**config.mk**
```make
export PLATFORM = sky130hd
export DESIGN_NAME = lock_watch
export DESIGN_NICKNAME = d
export VERILOG_FILES = /design/src/rtl/lw_pkg.sv /design/src/rtl/lw_sampler.sv /design/src/rtl/lw_hold_timer.sv /design/src/rtl/lock_watch.sv
export SDC_FILE = /design/constraint.sdc
export NUM_CORES = 1
export LEC_CHECK = 0
export ABC_AREA = 0
export BUFFER_PORTS_ARGS = -buffer_cell sky130_fd_sc_hd__buf_2
export CORE_AREA = 2 2 39 41
export CTS_CLUSTER_DIAMETER = 150
export DETAILED_ROUTE_END_ITERATION = 8
export DIE_AREA = 0 0 41 43
export SLEW_MARGIN = 10
export SYNTH_ARGS = -nofsm -noshare
export SYNTH_HDL_FRONTEND = slang
export SYNTH_HIERARCHICAL = 1
export SYNTH_SLANG_ARGS = --single-unit
```
**constraint.sdc**
```tcl
create_clock -name clk -period 1.4 [get_ports clk]
set_input_delay 0.28 -clock clk [delete_from_list [all_inputs] [get_ports clk]]
set_output_delay 0.28 -clock clk [all_outputs]
set_load 0.05 [all_outputs]
```
**src/rtl/lw_pkg.sv**
```systemverilog
package lw_pkg;

    typedef enum logic [1:0] {
        ST_OFF  = 2'd0,
        ST_RAW  = 2'd1,
        ST_LOCK = 2'd2,
        ST_HOLD = 2'd3
    } lw_state_e;

    localparam logic [1:0] MODE_OFF = 2'b00;
    localparam logic [1:0] MODE_RAW = 2'b01;

endpackage

```
**src/rtl/lw_sampler.sv**
```systemverilog
// Counts consecutive high samples of the error pulse; flags a violation on
// the strobe that completes the run.
module lw_sampler #(
    parameter int EDGE_SAMPLES = 2
) (
    input  logic clk,
    input  logic rst_n,
    input  logic arm,
    input  logic smp_en,
    input  logic err_in,
    output logic viol
);
    localparam int CW = (EDGE_SAMPLES < 2) ? 1 : $clog2(EDGE_SAMPLES);
    localparam logic [CW-1:0] LAST = CW'(EDGE_SAMPLES - 1);

    logic [CW-1:0] run_q;

    always_ff @(posedge clk) begin
        if (!rst_n) begin
            run_q <= '0;
        end else if (!arm) begin
            run_q <= '0;
        end else if (smp_en) begin
            if (!err_in) begin
                run_q <= '0;
            end else if (run_q != LAST) begin
                run_q <= run_q + 1'b1;
            end
        end
    end

    assign viol = arm && smp_en && err_in && (run_q == LAST);

endmodule

```
**src/rtl/lw_hold_timer.sv**
```systemverilog
// Down-counter for the unlock stretch, stepped by the millisecond strobe.
module lw_hold_timer #(
    parameter int HOLD_TICKS = 2
) (
    input  logic                                clk,
    input  logic                                rst_n,
    input  logic                                clr,
    input  logic                                load,
    input  logic                                tick,
    output logic [$clog2(HOLD_TICKS+1)-1:0]     cnt_o,
    output logic                                expire
);
    localparam int HW = $clog2(HOLD_TICKS + 1);
    localparam logic [HW-1:0] FULL = HW'(HOLD_TICKS);

    logic [HW-1:0] cnt_q;

    always_ff @(posedge clk) begin
        if (!rst_n || clr) begin
            cnt_q <= '0;
        end else if (load) begin
            cnt_q <= FULL;
        end else if (tick && cnt_q != '0) begin
            cnt_q <= cnt_q - 1'b1;
        end
    end

    assign cnt_o  = cnt_q;
    assign expire = !clr && !load && tick && (cnt_q == HW'(1));

endmodule

```
**src/rtl/lock_watch.sv**
```systemverilog
module lock_watch
    import lw_pkg::*;
#(
    parameter int EDGE_SAMPLES = 2,
    parameter int HOLD_TICKS   = 2
) (
    input  logic       clk,
    input  logic       rst_n,
    input  logic       smp_en,
    input  logic       ms_tick,
    input  logic       err_in,
    input  logic [1:0] mode,
    output logic       det_en,
    output logic       det_n,
    output logic       unlock,
    output logic       lock_ok
);
    localparam int HW = $clog2(HOLD_TICKS + 1);

    lw_state_e     state_q, state_d;
    logic          raw_q;
    logic          win;
    logic          viol;
    logic          expire;
    logic [HW-1:0] hold_cnt;

    assign win = mode[1];

    lw_sampler #(.EDGE_SAMPLES(EDGE_SAMPLES)) u_sampler (
        .clk    (clk),
        .rst_n  (rst_n),
        .arm    (win),
        .smp_en (smp_en),
        .err_in (err_in),
        .viol   (viol)
    );

    lw_hold_timer #(.HOLD_TICKS(HOLD_TICKS)) u_timer (
        .clk    (clk),
        .rst_n  (rst_n),
        .clr    (!win),
        .load   (viol),
        .tick   (ms_tick),
        .cnt_o  (hold_cnt),
        .expire (expire)
    );

    // State register
    always_ff @(posedge clk) begin
        if (!rst_n) begin
            state_q <= ST_OFF;
            raw_q   <= 1'b0;
        end else begin
            state_q <= state_d;
            raw_q   <= err_in;
        end
    end

    // Next state
    always_comb begin
        state_d = state_q;
        if (mode == MODE_OFF) begin
            state_d = ST_OFF;
        end else if (mode == MODE_RAW) begin
            state_d = ST_RAW;
        end else begin
            unique case (state_q)
                ST_OFF, ST_RAW: state_d = viol ? ST_HOLD : ST_LOCK;
                ST_LOCK:        state_d = viol ? ST_HOLD : ST_LOCK;
                ST_HOLD:        state_d = viol ? ST_HOLD
                                        : (expire ? ST_LOCK : ST_HOLD);
                default:        state_d = ST_OFF;
            endcase
        end
    end

    // Outputs
    always_comb begin
        det_en  = 1'b0;
        det_n   = 1'b1;
        unlock  = 1'b0;
        lock_ok = 1'b1;
        unique case (state_q)
            ST_OFF: begin
                det_en = 1'b0;
            end
            ST_RAW: begin
                det_en  = 1'b1;
                det_n   = !raw_q;
                unlock  = raw_q;
                lock_ok = !raw_q;
            end
            ST_LOCK: begin
                det_en = 1'b1;
            end
            ST_HOLD: begin
                det_en  = 1'b1;
                det_n   = 1'b0;
                unlock  = 1'b1;
                lock_ok = 1'b0;
            end
            default: begin
                det_en = 1'b0;
            end
        endcase
    end

endmodule

```
# Word-level counts from Yosys, hierarchy flattened
# Index checks and enable logic that the tools add are counted.
dict set report classes {
  eq_ne 5
  addsub 2
  mux 12
  bitwise_logic 1
  n_reduce_logical 22
}
# cell count
set ops {}
lappend ops {{$reduce_or 3->1} 3}
lappend ops {{$logic_and 1x1->1} 7}
lappend ops {{$eq 2x1->1 const B} 3}
lappend ops {{$mux 1} 6}
lappend ops {{$pmux 1 s2} 3}
lappend ops {{$eq 2x2->1 const B} 2}
lappend ops {{$logic_not 1->1} 4}
lappend ops {{$logic_not 2->1} 2}
lappend ops {{$mux 2} 2}
lappend ops {{$pmux 2 s2} 1}
lappend ops {{$reduce_bool 2->1} 2}
lappend ops {{$reduce_or 2->1} 2}
lappend ops {{$reduce_and 2->1} 1}
lappend ops {{$sub 2x1->2 const B} 1}
lappend ops {{$add 1x1->1 const B} 1}
lappend ops {{$logic_or 1x1->1} 1}
lappend ops {{$not 1->1} 1}
dict set report totals {
  word_cells 48
  regBits 6
  input_bits 7
  out_inout_bits 4
}

# Logic depth before layout (Yosys ltp)
# Gate-level depths: netlist (run 1).
dict set report depth {
  word_depth 11
  ltp_mapped 5
}

# Cells and area by module
# The synthesis (run 1) kept the hierarchy.
# module area_per_inst_um2 seq_area_each_um2 cells_each instances
set by_module_without_submodules {}
lappend by_module_without_submodules {lw_hold_timer 136.4 40.0 14 1}
lappend by_module_without_submodules {lock_watch 123.9 60.1 14 1}
lappend by_module_without_submodules {lw_sampler 47.5 20.0 5 1}

# Worst setup path before layout (run 1)
# OpenSTA, ideal clock, no wires.
dict set report synth_timing {
  path_kind {register -> output}
  start {reg state_q[0]}
  end {out lock_ok}
  n_path_buf 1
  path_slack_ps -286
  path_stages_with_launch 4
  t_arrival_ps 1406
  path_cell_list {dfxtp_1 > o21a_1 > inv_1 > buf_4}
}
dict set report synth_between {
  elab_chain_cells 2
  word_cells_on_any_way 3
  cone_classes {2 x eq/ne; 1 x mux}
}
# element line_no
set synth_lines {}
lappend synth_lines {{start, declared} lock_watch.sv:20} ;# lw_state_e state_q, state_d;
lappend synth_lines {{start signal, assigned} lock_watch.sv:54} ;# state_q <= state_d;
lappend synth_lines {{$eq 2x2->1 / $eq 2x1->1 (equally long branches)} n/a}
lappend synth_lines {{$pmux 1 s2 *} n/a}
lappend synth_lines {{end, declared} lock_watch.sv:16} ;# output logic lock_ok
# Mark *: on every way between the ends. The rest lies on a longest branch, timed or not.

# Final worst setup path (run 1)
dict set report layout_timing {
  start {reg state_q[0]}
  end {out det_en}
}
dict set report layout_between {
  elab_chain_cells 3
  word_cells_on_any_way 6
  cone_classes {3 x eq/ne; 1 x mux; 2 x reduce/logical}
}
# element line_no
set layout_lines {}
lappend layout_lines {{$eq 2x2->1 / $eq 2x1->1 (equally long branches)} lock_watch.sv:83} ;# unique case (state_q)
lappend layout_lines {{$reduce_or 3->1 (no line)} n/a}
lappend layout_lines {{$pmux 1 s2 *} lock_watch.sv:83}
lappend layout_lines {{end, declared} lock_watch.sv:13} ;# output logic det_en,
# Marked as above.

==> impl_summary.txt, run 1 <==
----------------------------------------------------
[Placement]
  Detail Placement HPWL ... ~380 um
  Gpl congestion ... 0.6695
  Count of input and output buffers ... 10

[Detailed routing]
  Detailed Routing Iterations Pass 1 ... 3
  Residual antenna-violating net count after detailed routing ... 0
  Via count ... 252
  Aggregate routed wire length ... ~480 um
  Number of DRC markers after the initial detailed-route iteration ... 4
  Wire length per cell after detailed routing ... 7.774 um
  Number of remaining DRC errors ... 0
  Vias per cell ... 4.065

[Global route]
  Number of global-route vias before repair ... 221
  Wire length of the first global-routing pass ... about 800 um
  Antenna violations before repair ... 0
  Leftover overflow at the end of global routing ... 0
  Overall fraction of global-route tracks in use ... 0.07322
  Largest net degree at the start of global routing ... 7

[Layout]
  Utilization after layout ... 0.3011
  Most common cell after layout, fill and taps aside ... sky130_fd_sc_hd__buf_2
  Final nets ... 57
  Fraction of final layout cells with drive strength greater than 1 ... 0.4348
  Sequential cell area ... 120.1 um^2
  Diodes inserted ... 0
  Top library cells by usage in the layout, fill and taps aside ... 8 x sky130_fd_sc_hd__buf_2, 6 x sky130_fd_sc_hd__dfxtp_1, 5 x sky130_fd_sc_hd__inv_1, 5 x sky130_fd_sc_hd__clkbuf_4
  Filler Cell Count ... 145
  Total area of multi-input combinational cells ... 165.2 um^2
  Layout area overhead ... 35.37%

[Pwr]
  Power per cell area ... roughly 960 nW/um^2
  Leak pwr ... 0.2043 nW
  VDD IR max ... 0.5023 mV

[Flow run]
  Max-cap violations ... 0

[Clocking]
  CTS tree ... yes
  Hold bufs inserted after CTS ... 0
  Post-CTS repair timing setup buffer count ... 0
  Sink count of the clock tree ... 6
  Clock insertion delay at the later pin of the skew report ... 0.24 ns
  Cells resized by post-CTS repair ... 0
  Htree depth ... 1
  Maximum number of buffers from clock root to sink ... 2
  CTS clock-pin slew for the worst setup and hold paths ... 0.04 ns
  Number of buffers created by CTS ... 3
  Clk Tree Root Cell ... sky130_fd_sc_hd__clkbuf_4

[STA]
  Slew margin rel. ... 0.8361
  Post-Route Hold Slack ... about 0.28 ns
  Number of failing setup endpoints in the final timing report ... 0
  Min cycle time layout ... around 1.3 ns
  RSZ-0062 raised after global routing ... no
  Setup clock skew after layout ... approximately 0.0035 ns
  Transition at the pin with the smallest max-transition slack ... roughly 0.25 ns
  Total Negative Setup Slacks ... 0 ns
  Maximum clock frequency ... 749.7 MHz
  Tcrit/Tclk final ... 0.9527
  Hold Vio Cnt, Final ... 0
  Number of pins exceeding their max-slew limit in the final report ... 0

[Logic synthesis]
  Post-synthesis sequential element count ... 6
  Number of distinct library cell variants in the gate-level netlist after synthesis ... 19
  Cell area after synthesis ... 307.8 um^2
  Sequential fraction of the synthesis area ... 0.3902
  Number of warnings reported in the yosys synthesis log ... 6
  Number of instances in the synthesized netlist ... 33
  Synth Area per Inst ... 9.327 um^2
  Synthesized netlist net count ... 42

[Critical path]
  Data required, critical path ... 1.12 ns
  Setup crit start kind ... register
  Worst Path Arrival ... 1.05 ns
  Crit end category ... output port
  Peak fanout along the critical path ... 3
  Crit Path Class ... reg2out

[Hold path]
  Type of the tightest min-delay check ... in2reg

[Run status]
  Status ... finished, final reports clean

[Die]
  Core box area ... 1384 um^2
  Full die area ... 1763 um^2
  Die Y-Extent ... 43 um
  FP Rows ... 14
  Starting utilization of the core area ... 0.2224
  I/O Pins ... 11
  Die X-Extent ... 41 um

----------------------------------------------------
through the flow:
stage / std cells / cell area, um^2 / worst slack (ns) / total power, mW
final: 62 / 416.7 / 0.06620 / 0.4015
after floorplan: 33 / 322.8 / 0.008212 / 0.2253
after detailed placement: 59 / 389.1 / 0.1368 / 0.2444
after CTS: 62 / 411.6 / 0.03488 / 0.4092
after global placement: 59 / 389.1 / 0.1425 / 0.2438
after global routing: 62 / 416.7 / 0.02921 / 0.4282
routing by layer:
metal,vias to the layer above,GRT usage,wire length (um)
met1,111,0.06410,217
met4,0,0.02000,0
li1,134,-,-
met2,7,0.1094,223
met3,0,0.07853,41
met5,-,0,0
report_power, final:
part           switching (mW)  total (mW)  internal (mW)  leakage [nW]
clock                  0.0626       0.160         0.0970        0.0138
sequential            0.00368       0.181          0.177        0.0492
combinational          0.0372      0.0609         0.0237         0.141
cell usage after synthesis:
master                     instances  area share
sky130_fd_sc_hd__dfxtp_1           6        0.39
sky130_fd_sc_hd__inv_1             6       0.073
sky130_fd_sc_hd__and2_1            2       0.041
sky130_fd_sc_hd__ha_1              2       0.081
sky130_fd_sc_hd__mux2i_1           2       0.065
sky130_fd_sc_hd__nor2_1            2       0.024
sky130_fd_sc_hd__a31oi_1           1       0.020
sky130_fd_sc_hd__and3_1            1       0.020
sky130_fd_sc_hd__and3_2            1       0.024
sky130_fd_sc_hd__and4_2            1       0.033
sky130_fd_sc_hd__buf_4             1       0.024
sky130_fd_sc_hd__nand2_1           1       0.012
sky130_fd_sc_hd__nand3b_1          1       0.024
sky130_fd_sc_hd__nor2b_4           1       0.045
sky130_fd_sc_hd__o211a_1           1       0.033
sky130_fd_sc_hd__o21a_1            1       0.024
sky130_fd_sc_hd__o21ai_0           1       0.016
sky130_fd_sc_hd__or2_2             1       0.020
sky130_fd_sc_hd__xnor2_1           1       0.028
worst paths after layout:
path	from	end	slack, ns	cells after the start
max	state_q[0]	det_en	0.07	2
min	err_in	raw_q	0.28	2
max reg2reg	u_sampler/run_q	state_q[0]	0.22	5
min reg2reg	u_sampler/run_q	u_sampler/run_q	0.48	2
cell families after synthesis:
group / share of synthesized area
mux: 0.06504
flops: 0.3903
fa+ha+maj: 0.08129
compound gates: 0.09350
simple gates: 0.2439
buf+inv: 0.09756
xor+xnor: 0.02846
flip-flops by register name (all words and copies together) (netlist names):
name	flops
state_q	2
u_timer/cnt_o	2
raw_q	1
u_sampler/run_q	1
layout make-up:
cell class | instances | area share
Sequential cell | 6 | 0.2883
Multi-Input combinational cell | 20 | 0.3964
Inverter | 6 | 0.06306
Clock buffer | 3 | 0.05405
Tap cell | 16 | 0.04805
Timing Repair Buffer | 11 | 0.1502
worst max-delay path: stages (launching register included):
cell	delay, ns
sky130_fd_sc_hd__dfxtp_1	0.32
sky130_fd_sc_hd__or2_2	0.28
sky130_fd_sc_hd__buf_2	0.21
(Power assumes the default switching activity.)
==> run 2, diff against run 1 <==
CELL_PAD_IN_SITES_DETAIL_PLACEMENT = 0   (was default)
CELL_PAD_IN_SITES_GLOBAL_PLACEMENT = 1   (was default)
PLACE_DENSITY_LB_ADDON = 0.1   (was default)
==> impl_summary.txt, run 2 (synthesized netlist as in run 1, its figures left out) <==
----------------------------------------------------
[Clocking]
  Clock insertion delay at the later pin of the skew report ... 0.24 ns (about the same)
  Maximum number of buffers from clock root to sink ... 2 (unchanged)
  Htree depth ... 1 (unchanged)
  Sink count of the clock tree ... 6 (unchanged)
  Number of buffers created by CTS ... 3 (unchanged)
  Clk Tree Root Cell ... sky130_fd_sc_hd__clkbuf_4
  Cells resized by post-CTS repair ... 0 (unchanged)
  CTS clock-pin slew for the worst setup and hold paths ... 0.05 ns (about the same)
  Post-CTS repair timing setup buffer count ... 0 (unchanged)
  CTS tree ... yes
  Hold bufs inserted after CTS ... 0 (unchanged)

[Detailed routing]
  Residual antenna-violating net count after detailed routing ... 0 (unchanged)
  Aggregate routed wire length ... 549 um (+14%)
  Via count ... 248 (-1.6%)
  Detailed Routing Iterations Pass 1 ... 1 (-2)
  Number of DRC markers after the initial detailed-route iteration ... 0 (-4)
  Number of remaining DRC errors ... 0 (unchanged)
  Wire length per cell after detailed routing ... 9.000 um (+16%)
  Vias per cell ... 4.066 (about the same)

[Critical path]
  Setup crit start kind ... register
  Crit end category ... output port
  Max stage delay on crit path ... 0.32 ns (about the same)
  Peak fanout along the critical path ... 3 (unchanged)
  Crit Path Class ... reg2out
  Data required, critical path ... 1.12 ns (about the same)
  Crit-path cells ... o21a_4 > clkinvlp_4 > buf_2
  Cell with the largest stage delay on the worst path ... sky130_fd_sc_hd__dfxtp_1
  Worst Path Arrival ... 1.07 ns (+0.02 ns)

[Die]
  I/O Pins ... 11 (unchanged)
  Full die area ... 1763 um^2 (unchanged)
  Die X-Extent ... 41 um (unchanged)
  FP Rows ... 14 (unchanged)
  Core box area ... 1384 um^2 (unchanged)
  Die Y-Extent ... 43 um (unchanged)
  Starting utilization of the core area ... 0.2224 (unchanged)

[Placement]
  Count of input and output buffers ... 10 (unchanged)
  Post-Place Worst Slack ... 0.05152 ns (-0.08531 ns)
  Inst Count DP ... 58 (-1.7%)
  Gpl congestion ... 0.6719 (+0.36%)

[STA]
  Total Negative Setup Slacks ... 0 ns (unchanged)
  Setup clock skew after layout ... 0.003690 ns (+0.0002014 ns)
  Slew margin rel. ... 0.8340 (-0.002102)
  RSZ-0062 raised after global routing ... no
  Number of failing setup endpoints in the final timing report ... 0 (unchanged)
  Hold Vio Cnt, Final ... 0 (unchanged)
  Transition at the pin with the smallest max-transition slack ... 0.2508 ns (+0.003174 ns)
  Maximum clock frequency ... 743.2 MHz (-0.88%)
  Number of pins exceeding their max-slew limit in the final report ... 0 (unchanged)
  Final worst slack ... 0.05439 ns (-0.01181 ns)
  Tcrit/Tclk final ... 0.9612 (+0.008435)
  Min cycle time layout ... 1.346 ns (+0.01181 ns)

[Pwr]
  Sw frac ... 0.2554 (-0.002130)
  Fraction of power consumed by combinational cells ... 0.148 (-0.004)
  Internal power summed over all cells ... 0.2956 mW (-0.84%)
  Net load switching power ... 0.1014 mW (-1.9%)
  VDD IR max ... 0.2620 mV (-48%)
  Power per cell area ... 976.3 nW/um^2 (+1.3%)
  Share of power burned in registers ... 0.456 (+0.005)
  Leak pwr ... 0.1976 nW (-3.2%)
  Clk pwr share ... 0.395 (-0.002)

[Layout]
  Final std cells w/o fill ... 61 (-1.6%)
  Fraction of final layout cells with drive strength greater than 1 ... 0.4222 (-0.01256)
  Diodes inserted ... 0 (unchanged)
  Most common cell after layout, fill and taps aside ... sky130_fd_sc_hd__buf_2
  Layout area overhead ... 32.11%
  Utilization after layout ... 0.2939 (-0.007233)
  Top library cells by usage in the layout, fill and taps aside ... 9 x sky130_fd_sc_hd__buf_2, 6 x sky130_fd_sc_hd__dfxtp_1, 5 x sky130_fd_sc_hd__inv_1
  Final nets ... 56 (-1.8%)

[Run status]
  Status ... finished, final reports clean

[Flow run]
  Max-cap violations ... 0 (unchanged)

[Global route]
  Number of global-route vias before repair ... 214 (-3.2%)
  Leftover overflow at the end of global routing ... 0 (unchanged)
  Largest net degree at the start of global routing ... 7 (unchanged)
  Wire length of the first global-routing pass ... 883 um (+10%)
  Overall fraction of global-route tracks in use ... 0.07956 (+0.006337)
  Antenna violations before repair ... 0 (unchanged)

[Hold path]
  Type of the tightest min-delay check ... in2reg

----------------------------------------------------
[run 2: changes by cell type in the layout (fill, tap and decap cells not counted), sizes merged]
cell,before,now
clkbuf,5,4
[run 2: cell type report]
| type | count | area (um^2) |
|---|---|---|
| Tap cell | 16 | 20.02 |
| Timing Repair Buffer | 10 | 52.55 |
| Inverter | 6 | 26.28 |
| Sequential cell | 6 | 120.1 |
| Clock buffer | 3 | 22.52 |
| Fill cell | 159 | 977.2 |
| Multi-Input combinational cell | 20 | 165.2 |
[run 2: worst paths after layout]
kind / start / to / slack, ns / depth (start not counted)
max: state_q[1] / det_n / 0.05 / 3
min: mode[1] / state_q[0] / 0.29 / 2
max reg2reg: u_sampler/run_q / state_q[0] / 0.17 / 5
min reg2reg: u_sampler/run_q / u_sampler/run_q / 0.51 / 2
[run 2: stage by stage]
step           power, mW  cell area, um^2  hold slack [ns]
5_1_grt           0.4244            406.6           0.2880
3_5_place_dp      0.2432            381.6           0.5095
2_1_floorplan     0.2253            322.8           0.3802
3_3_place_gp      0.2418            381.6           0.4690
6_report          0.3970            406.6           0.2895
4_1_cts           0.4044            404.1           0.2861
[run 2: per-layer routing]
| metal | track usage | wire [um] | vias to the layer above |
|---|---|---|---|
| met1 | 0.1136 | 258 | 106 |
| met2 | 0.09063 | 242 | 9 |
| li1 | - | - | 133 |
| met4 | 0.08000 | 0 | 0 |
| met3 | 0.01571 | 48 | 0 |
| met5 | 0 | 0 | - |
[run 2: critical path, delay by kind of cell (launching register included)]
kind                   cells  cell delay, ns
AO/OA/AOI/OAI              1            0.20
flip-flops                 1            0.32
buffers and inverters      2            0.31
[run 2: power by group through the flow]
stage | registers, mW | clock network (mW) | logic [mW]
6_report | 0.181 | 0.157 | 0.0589
5_1_grt | 0.181 | 0.179 | 0.0642
4_1_cts | 0.181 | 0.164 | 0.0589
3_5_place_dp | 0.184 | 0 | 0.0589
3_3_place_gp | 0.184 | 0 | 0.0577
2_1_floorplan | 0.184 | 0 | 0.0417
==> run 3, diff against run 2 <==
CTS_CLUSTER_SIZE = 25   (was default)
SETUP_SLACK_MARGIN = 0.15   (was default)
==> impl_summary.txt, run 3 (synthesized netlist as in run 1, its figures left out) <==
----------------------------------------------------
[Placement]
  Detail Placement HPWL ... 472.4 um
  Gpl congestion ... 0.6393 (-4.9%)
  Post-Place Worst Slack ... 0.04457 ns (-0.006954 ns)
  Count of input and output buffers ... 10 (unchanged)

[Clocking]
  Maximum number of buffers from clock root to sink ... 2 (unchanged)
  Hold bufs inserted after CTS ... 0 (unchanged)
  Number of buffers created by CTS ... 3 (unchanged)
  Htree depth ... 1 (unchanged)
  Clk Tree Root Cell ... sky130_fd_sc_hd__clkbuf_4
  CTS tree ... yes
  Post-CTS repair timing setup buffer count ... 0 (unchanged)
  Sink count of the clock tree ... 6 (unchanged)
  Clock insertion delay at the later pin of the skew report ... 0.24 ns (about the same)
  CTS clock-pin slew for the worst setup and hold paths ... 0.05 ns (about the same)

[Critical path]
  Startpoint of the worst-slack reg-to-reg timing path ... u_sampler/run_q
  Peak fanout along the critical path ... 3 (unchanged)
  Worst Path Arrival ... 1.00 ns (-0.07 ns)
  Reg2reg path depth ... 5 (unchanged)
  Reg-to-reg endpoint ... state_q[0]
  Crit end category ... output port
  Setup crit start kind ... register
  Setup slack of the most critical reg-to-reg path ... 0.24 ns (+0.07 ns)
  Data required, critical path ... 1.12 ns (about the same)
  Crit Path Class ... reg2out

[Pwr]
  Power per cell area ... 908.4 nW/um^2 (-7.0%)
  Internal power summed over all cells ... 0.3081 mW (+4.2%)
  Share of power burned in registers ... 0.443 (-0.013)
  Leak pwr ... 0.2107 nW (+6.6%)
  Sw frac ... 0.2511 (-0.004364)
  Clk pwr share ... 0.378 (-0.017)
  Fraction of power consumed by combinational cells ... 0.179 (+0.031)
  Total chip power ... 0.4114 mW (+3.6%)
  Net load switching power ... 0.1033 mW (+1.9%)
  VDD IR max ... 0.2791 mV (+6.6%)

[Detailed routing]
  Aggregate routed wire length ... 556 um (+1.3%)
  Number of DRC markers after the initial detailed-route iteration ... 0 (unchanged)
  Number of remaining DRC errors ... 0 (unchanged)
  Residual antenna-violating net count after detailed routing ... 0 (unchanged)
  Vias per cell ... 4.049 (-0.40%)
  Via count ... 247 (-0.40%)
  Wire length per cell after detailed routing ... 9.115 um (+1.3%)
  Detailed Routing Iterations Pass 1 ... 1 (unchanged)

[Run status]
  Status ... finished, final reports clean

[STA]
  Hold Vio Cnt, Final ... 0 (unchanged)
  Tcrit/Tclk final ... 0.9111 (-0.05003)
  Final worst slack ... 0.1244 ns (+0.07005 ns)
  Min cycle time layout ... 1.276 ns (-0.07005 ns)
  Total Negative Setup Slacks ... 0 ns (unchanged)
  Number of pins exceeding their max-slew limit in the final report ... 0 (unchanged)
  Transition at the pin with the smallest max-transition slack ... 0.2477 ns (-0.003029 ns)
  Slew margin rel. ... 0.8360 (+0.002005)
  RSZ-0062 raised after global routing ... yes
  Setup clock skew after layout ... 0.004189 ns (+0.0004989 ns)
  Number of failing setup endpoints in the final timing report ... 0 (unchanged)
  Maximum clock frequency ... 784.0 MHz (+5.5%)

[Global route]
  Largest net degree at the start of global routing ... 7 (unchanged)
  Met2 usage ... 0.1031 (+0.01250)
  Wire length of the first global-routing pass ... 938 um (+6.2%)
  Busiest metal layer after global routing ... met1
  Overall fraction of global-route tracks in use ... 0.08417 (+0.004611)
  Leftover overflow at the end of global routing ... 0 (unchanged)
  Antenna violations before repair ... 0 (unchanged)
  M3 GR Usage ... 0.03141 (+0.01571)
  Global-route track usage on met1 ... 0.1150 (+0.001380)
  Number of global-route vias before repair ... 224 (+4.7%)

[Hold path]
  Hold path startpoint ... mode[1]
  Type of the tightest min-delay check ... in2reg
  Worst hold endpoint ... state_q[0]
  Number of cells on the worst hold path ... 2 (unchanged)

[Die]
  FP Rows ... 14 (unchanged)
  Full die area ... 1763 um^2 (unchanged)
  Core box area ... 1384 um^2 (unchanged)
  I/O Pins ... 11 (unchanged)
  Die Y-Extent ... 43 um (unchanged)
  Starting utilization of the core area ... 0.2224 (unchanged)
  Die X-Extent ... 41 um (unchanged)

[Layout]
  Fraction of final layout cells with drive strength greater than 1 ... 0.5111 (+0.08889)
  Utilization after layout ... 0.3273 (+0.03345)
  Most common cell after layout, fill and taps aside ... sky130_fd_sc_hd__buf_2
  Sequential cell area ... 123.9 um^2 (+3.1%)
  Final nets ... 56 (unchanged)
  Diodes inserted ... 0 (unchanged)
  Top library cells by usage in the layout, fill and taps aside ... 7 x sky130_fd_sc_hd__buf_2, 5 x sky130_fd_sc_hd__inv_1
  Filler Cell Count ... 150 (-5.7%)
  Layout area overhead ... 47.15%
  Total area of multi-input combinational cells ... 180.2 um^2 (+9.1%)

[Flow run]
  Max-cap violations ... 0 (unchanged)

----------------------------------------------------
==> run 3: cell count changes in the layout (fill, tap and decap cells not counted), sizes merged <==
cell,delta
buf,+1
clkbuf,-1
==> run 3: through the flow <==
step                std cells  hold slack, ns  cell area [um^2]
floorplan                  33          0.3727             329.1
global placement           58          0.4696             384.1
detailed placement         58          0.4925             384.1
CTS                        61          0.2870             440.4
global route               61          0.3092             452.9
finish                     61          0.2935             452.9
==> run 3: layout make-up <==
class	instances	share of cell area
sequential	6	0.2735
clock buffer	3	0.04972
multi-input combinational	20	0.3978
inverter	6	0.05801
timing repair buffer	10	0.1768
tap	16	0.04420
==> run 3: worst max path at each step <==
stage                           from          to  slack (ns)  depth (start not counted)
final                     state_q[1]       det_n        0.12                          3
after detailed placement     mode[1]  state_q[0]        0.04                          6
after CTS                 state_q[1]       det_n        0.11                          3
after floorplan           state_q[1]     lock_ok        0.02                          3
after global placement       mode[1]  state_q[0]        0.06                          6
after global routing      state_q[1]     lock_ok        0.08                          3
==> run 3: critical path, cell delays in order, from the launching register on <==
cell and delay (ns):
sky130_fd_sc_hd__dfxtp_2 0.32, sky130_fd_sc_hd__o21a_4 0.20, sky130_fd_sc_hd__clkinvlp_4 0.09, sky130_fd_sc_hd__buf_8 0.14
==> run 3: per-layer routing <==
layer / wire, um / vias to the layer above
met5: 0 / -
met4: 0 / 0
met3: 33 / 0
met2: 286 / 7
met1: 236 / 107
li1: - / 133
==> run 3: power by group through the flow <==
| stage | registers [mW] | clock network (mW) | logic, mW |
|---|---|---|---|
| detailed placement | 0.185 | 0 | 0.0591 |
| global placement | 0.185 | 0 | 0.0579 |
| finish | 0.182 | 0.155 | 0.0736 |
| floorplan | 0.184 | 0 | 0.0428 |
| global route | 0.183 | 0.182 | 0.0796 |
| CTS | 0.182 | 0.168 | 0.0729 |
==> run 3: repair_timing <==
item,CTS,global route
pin swaps,1,2
endpoints found under the setup margin,5,5
gates resized for setup,11,4
